## config.mk

```make
export PLATFORM = sky130hd
export DESIGN_NAME = rearb_point_gen
export DESIGN_NICKNAME = d
export VERILOG_FILES = /design/src/rtl/brpg_pkg.sv /design/src/rtl/rearb_beat_track.sv /design/src/rtl/rearb_end_detect.sv /design/src/rtl/rearb_slot_timer.sv /design/src/rtl/rearb_point_gen.sv
export SDC_FILE = /design/constraint.sdc
export NUM_CORES = 1
export LEC_CHECK = 0
export CORE_UTILIZATION = 49
export DETAILED_ROUTE_END_ITERATION = 10
export PLACE_DENSITY = 0.79
export SLEW_MARGIN = 20
export SYNTH_ARGS = -nofsm -noshare
export SYNTH_HDL_FRONTEND = slang
export SYNTH_SLANG_ARGS = --single-unit
export TNS_END_PERCENT = 5
```

## constraint.sdc

```tcl
create_clock -name clk -period 2.5 [get_ports clk]
set_clock_uncertainty 0.2 [all_clocks]
set_input_delay 0.5 -clock clk [delete_from_list [all_inputs] [get_ports clk]]
set_output_delay 0.5 -clock clk [all_outputs]
set_load 0.05 [all_outputs]
```

## src/rtl/brpg_pkg.sv

```systemverilog
package brpg_pkg;
  typedef enum logic [1:0] {
    TR_IDLE   = 2'd0,
    TR_BUSY   = 2'd1,
    TR_NONSEQ = 2'd2,
    TR_SEQ    = 2'd3
  } trans_e;

  typedef enum logic [2:0] {
    BU_SINGLE = 3'd0,
    BU_INCR   = 3'd1,
    BU_WRAP4  = 3'd2,
    BU_INCR4  = 3'd3,
    BU_WRAP8  = 3'd4,
    BU_INCR8  = 3'd5,
    BU_WRAP16 = 3'd6,
    BU_INCR16 = 3'd7
  } burst_e;

  localparam logic [2:0] LIM_INF = 3'd0;
  localparam logic [2:0] LIM_1   = 3'd1;
  localparam logic [2:0] LIM_4   = 3'd2;
  localparam logic [2:0] LIM_8   = 3'd3;
  localparam logic [2:0] LIM_16  = 3'd4;

  // number of boundary codes beyond the one-beat code (4, 8, 16)
  localparam int unsigned N_BOUND = 3;
endpackage

```

## src/rtl/rearb_beat_track.sv

```systemverilog
module rearb_beat_track
  import brpg_pkg::*;
#(
  parameter int unsigned CNT_W = 4
) (
  input  logic             clk,
  input  logic             rst,
  input  logic [1:0]       trans,
  input  logic             ready,
  output logic             beat_done,
  output logic [CNT_W-1:0] beat_idx
);
  logic [CNT_W-1:0] cnt_q;

  assign beat_done = ready && ((trans == TR_NONSEQ) || (trans == TR_SEQ));
  assign beat_idx  = (trans == TR_NONSEQ) ? '0 : cnt_q;

  always_ff @(posedge clk) begin
    if (rst) begin
      cnt_q <= '0;
    end else if (trans == TR_IDLE) begin
      cnt_q <= '0;
    end else if (beat_done) begin
      cnt_q <= beat_idx + 1'b1;
    end
  end

  // a completed NONSEQ beat restarts the index so the next beat is 1
  p_cnt_restart_r4: assert property (@(posedge clk) disable iff (rst)
    (trans == TR_NONSEQ && ready) |=> (cnt_q == CNT_W'(1)));

  // incomplete or busy cycles leave the index untouched
  p_cnt_hold_r3: assert property (@(posedge clk) disable iff (rst)
    ((trans == TR_BUSY) || (trans == TR_SEQ && !ready)) |=> $stable(cnt_q));
endmodule

```

## src/rtl/rearb_end_detect.sv

```systemverilog
module rearb_end_detect
  import brpg_pkg::*;
#(
  parameter int unsigned CNT_W = 4
) (
  input  logic [2:0]       burst,
  input  logic [2:0]       limit,
  input  logic             beat_done,
  input  logic [CNT_W-1:0] beat_idx,
  output logic             burst_end
);
  logic [N_BOUND-1:0] bound_hit;
  logic [CNT_W-1:0]   last_idx;

  // boundary k covers 2^(k+2) beats: low k+2 index bits all ones
  for (genvar k = 0; k < N_BOUND; k++) begin : g_bound
    assign bound_hit[k] = &beat_idx[k+1:0];
  end

  always_comb begin
    unique case (burst)
      BU_WRAP4, BU_INCR4:   last_idx = CNT_W'(3);
      BU_WRAP8, BU_INCR8:   last_idx = CNT_W'(7);
      BU_WRAP16, BU_INCR16: last_idx = CNT_W'(15);
      default:              last_idx = '0;
    endcase
  end

  always_comb begin
    burst_end = 1'b0;
    if (beat_done) begin
      if (burst == BU_SINGLE) begin
        burst_end = 1'b1;
      end else if (burst == BU_INCR) begin
        unique case (limit)
          LIM_1:   burst_end = 1'b1;
          LIM_4:   burst_end = bound_hit[0];
          LIM_8:   burst_end = bound_hit[1];
          LIM_16:  burst_end = bound_hit[2];
          default: burst_end = 1'b0;
        endcase
      end else begin
        burst_end = (beat_idx == last_idx);
      end
    end
  end
endmodule

```

## src/rtl/rearb_slot_timer.sv

```systemverilog
module rearb_slot_timer
  import brpg_pkg::*;
#(
  parameter int unsigned SLOT_W = 8
) (
  input  logic              clk,
  input  logic              rst,
  input  logic [1:0]        trans,
  input  logic              ready,
  input  logic [SLOT_W-1:0] slot_limit,
  output logic              expired
);
  logic              load;
  logic [SLOT_W-1:0] slot_cnt_q;
  logic              armed_q;

  assign load    = (trans == TR_NONSEQ) && ready;
  assign expired = armed_q && (slot_cnt_q == '0);

  always_ff @(posedge clk) begin
    if (rst) begin
      slot_cnt_q <= '0;
      armed_q    <= 1'b0;
    end else begin
      if (load) begin
        slot_cnt_q <= (slot_limit == '0) ? '0 : slot_limit - 1'b1;
      end else if (slot_cnt_q != '0) begin
        slot_cnt_q <= slot_cnt_q - 1'b1;
      end
      if (trans == TR_IDLE) begin
        armed_q <= 1'b0;
      end else if (load) begin
        armed_q <= (slot_limit != '0);
      end
    end
  end

  // the budget counts down one per cycle between loads
  p_slot_dec_r9: assert property (@(posedge clk) disable iff (rst)
    (slot_cnt_q != '0 && !load) |=> (slot_cnt_q == SLOT_W'($past(slot_cnt_q) - 1'b1)));

  // the counter never wraps below zero
  p_slot_floor_r10: assert property (@(posedge clk) disable iff (rst)
    (slot_cnt_q == '0 && !load) |=> (slot_cnt_q == '0));

  // a zero budget at the burst start never expires
  p_slot_off_r10: assert property (@(posedge clk) disable iff (rst)
    (load && slot_limit == '0) |=> !expired);
endmodule

```

## src/rtl/rearb_point_gen.sv

```systemverilog
module rearb_point_gen
  import brpg_pkg::*;
#(
  parameter int unsigned MAX_BEATS = 16,
  parameter int unsigned SLOT_W    = 8
) (
  input  logic              clk,
  input  logic              rst,
  input  logic [1:0]        htrans,
  input  logic [2:0]        hburst,
  input  logic              hready,
  input  logic [2:0]        beat_limit,
  input  logic [SLOT_W-1:0] slot_limit,
  output logic              arb_point
);
  localparam int unsigned CNT_W = $clog2(MAX_BEATS);

  logic             beat_done;
  logic [CNT_W-1:0] beat_idx;
  logic             burst_end;
  logic             slot_expired;
  logic             slot_end;
  logic             point_d;

  rearb_beat_track #(.CNT_W(CNT_W)) u_beats (
    .clk       (clk),
    .rst       (rst),
    .trans     (htrans),
    .ready     (hready),
    .beat_done (beat_done),
    .beat_idx  (beat_idx)
  );

  rearb_end_detect #(.CNT_W(CNT_W)) u_end (
    .burst     (hburst),
    .limit     (beat_limit),
    .beat_done (beat_done),
    .beat_idx  (beat_idx),
    .burst_end (burst_end)
  );

  rearb_slot_timer #(.SLOT_W(SLOT_W)) u_slot (
    .clk        (clk),
    .rst        (rst),
    .trans      (htrans),
    .ready      (hready),
    .slot_limit (slot_limit),
    .expired    (slot_expired)
  );

  assign slot_end = slot_expired && (htrans == TR_SEQ) && hready;
  assign point_d  = (htrans == TR_IDLE) || burst_end || slot_end;

  always_ff @(posedge clk) begin
    if (rst) arb_point <= 1'b0;
    else     arb_point <= point_d;
  end

  // idle bus is always an arbitration point
  p_idle_point_r2: assert property (@(posedge clk) disable iff (rst)
    (htrans == TR_IDLE) |=> arb_point);

  // no completed beat and not idle -> no point
  p_no_beat_r3: assert property (@(posedge clk) disable iff (rst)
    (htrans != TR_IDLE && !(hready && htrans[1])) |=> !arb_point);

  // each completed single transfer ends its burst
  p_single_r4: assert property (@(posedge clk) disable iff (rst)
    (htrans == TR_NONSEQ && hready && hburst == BU_SINGLE) |=> arb_point);

  // one-beat limit breaks at every completed INCR beat
  p_incr_each_r6: assert property (@(posedge clk) disable iff (rst)
    (htrans[1] && hready && hburst == BU_INCR && beat_limit == LIM_1) |=> arb_point);
endmodule

```

==> impl_metrics.toml <==
[cts]
cts_resized = 0
cts_tree = "yes"
root_buffer = "clkbuf_4"
clk_latency_ps = 280
path_clk_slew_ps = 80
cts_hold_buf = 0
clk_path_buf_depth = 2
htreeDepth = 1
cts_setup_buffers = 0
cts_sinks = 14
cts_made_buffers = 3

[power_and_ir_drop]
power_frac_clock = 0.178
leakage_nw = 0.542
ir_drop_mv = 0.656
power_density_nw_per_um2 = 695
internal_power_uw = 568
pwr-share-comb = 0.461
p_sw_frac = 0.368
p_seq_frac = 0.361
p_switching_uw = 330
power_uw = 898

[timing]
setup_viol = 0
fmax_ghz = 0.427
hold_viol_final = 0
final.setup.worst_slack_ps = 159
slew_violations = 0
period_needed_ps = 2340
rsz0062_at_grt = "no"
worst-slew-pin-transition_ps = 486
period_share = 0.936
relSlewSlack = 0.675

[route]
ant_nets = 0
vias = 997
post-route-drc-count = 0
wl_per_cell_um = 12.7
firstDrtPassIters = 4
drt_wl_total_um = 2250
drt_iter0_drc = 35
via_per_inst = 5.63

[logic_synthesis]
syn_nets = 142
async_flop_share = 0
synth_edf_count = 0
netlist_instances = 119
ys_types = 41
synth.avg_cell_area_sq_um = 7.94
synth_ff_type = "dfxtp_1"
ys_seq_elements = 14
yosys_warnings = 0
syn_area_sq_um = 945
yosysSeqAreaShare = 0.297

[grt]
grt-ovfl-total = 0
grt_pass1_wl_um = 3770
track_usage = 0.250
antenna_found_initial = 0
grt_start_max_net_pins = 10
grt_pass1_vias = 939

[placed_design]
place_ws_ps = -136
numPortBuffers = 19
place_congestion = 0.842
hpwl_um = 1850

[flow_run]
cap_violations = 0

[floorplanning]
dieArea_sq_um = 2110
die_w_um = 45.9
dieHeight_um = 45.9
coreArea_sq_um = 1760
start_util = 0.535
rows = 15
io_pins = 20

[layout]
utilization = 0.732
drive_above_1_share = 0.151
nets = 176
most-common-layout-cells = "19 x nor2_1, 19 x clkdlybuf4s50_1, 14 x dfxtp_1, 14 x buf_4, 9 x inv_1"
fill_cells = 148
area_growth_syn_to_layout_pct = 36.7
antenna_cells = 0

[setup_path]
path_delay_family = "simple AND/OR/NAND/NOR gates"
crit_start = "slot_limit[2]"
timing.critical_path.buf_inv = 1
path_class = "primary input to register"
slowest_stage = "or4_4"
arrival_ps = 2350
cp_slowest_stage_delay_ps = 550
end_kind = "register"
cp_max_fo = 2
cp.required_ps = 2510
cp-start-kind = "primary input"
worst_path_most_repeated_cell = "or4_4"
rr_startpoint = "u_slot.slot_cnt_q[2]"
path_cells = "clkdlybuf4s50_1 -> or4_4 -> or4_4 -> nor3b_2 -> a21oi_1 -> a211oi_2"

[status]
status = "completed"

[worst_hold_path]
hold_start = "u_beats.cnt_q[0]"
holdCritPathClass = "register to register"
-- final timing paths --
check / cells past startpoint / to / slack [ps]
worst min register to register: 1 / u_beats.cnt_q[0] / 300
worst min-delay path: 1 / u_beats.cnt_q[0] / 300
worst max register to register: 5 / u_slot.slot_cnt_q[3] / 370
worst max-delay path: 6 / u_slot.slot_cnt_q[7] / 160
-- logic make-up (layout without fill, tap and decap cells) --
family                   after synthesis  in the layout  synth area share
AO/OA/AOI/OAI                         33             33             0.249
XOR/XNOR                               8              8            0.0742
adder cells (fa/ha/maj)                4              4            0.0530
buffers and inverters                 13             46            0.0583
flip-flops                            14             14             0.297
AND/OR/NAND/NOR                       47             47             0.269
-- layer usage --
metal  global-route usage  routed length (um)
met1                0.311                1040
met2                0.417                1080
met3               0.0476                  96
met4                0.106                  34
met5                    0                   0
-- state kept, by name (all words and copies together) (netlist names) --
register and count:
u_beats.cnt_q 4, u_slot.armed_q 1, u_slot.slot_cnt_q 8, arb_point 1
-- worst register-to-register path, cell delays in order (launching register included) --
cell     delay, ps
dfxtp_1        350
or4_1          590
nor4_1         240
and2_1         270
or2_1          280
nor2_1          80
-- cell usage after synthesis (all sizes together) (2+ instances only) --
cell    count  area share
a21oi       7       0.037
nor4        2       0.013
nor3        2       0.011
xor2        6       0.056
ha          4       0.053
buf         2       0.013
a22oi       5       0.040
o31ai       2       0.016
nor3b       3       0.029
nand2       4       0.016
a211oi      6       0.053
dfxtp      14        0.30
or2         2       0.013
or4         4       0.040
and2        5       0.033
nand4       2       0.013
xnor2       2       0.019
clkbuf      2      0.0093
o21ai       3       0.016
inv         9       0.036
nor2       19       0.075
-- final cells by class --
cell class	count	area, sq um	area share
sequential	14	280	0.217
tap	25	31.3	0.0242
timing repair buffer	33	295	0.229
inverter	9	33.8	0.0262
clock buffer	4	36.3	0.0281
multi-input combinational	92	614	0.476
-- metrics by stage --
stage | TNS, ps | hold WS (ps) | cells | area, sq um
after global placement | -141 | 278 | 173 | 1250
after global routing | 0 | 332 | 177 | 1290
after detailed placement | -402 | 279 | 173 | 1250
after floorplan | 0 | 257 | 119 | 945
after CTS | 0 | 302 | 177 | 1290
final | 0 | 302 | 177 | 1290
-- power groups by stage --
stage          clock (mW)  combinational, mW  sequential, mW
2_1_floorplan           0              0.304           0.316
3_3_place_gp            0              0.393           0.325
3_5_place_dp            0              0.410           0.328
4_1_cts             0.165              0.413           0.323
5_1_grt             0.173              0.455           0.328
6_report            0.160              0.414           0.324
No activity file was read; power rests on OpenSTA's default activity.
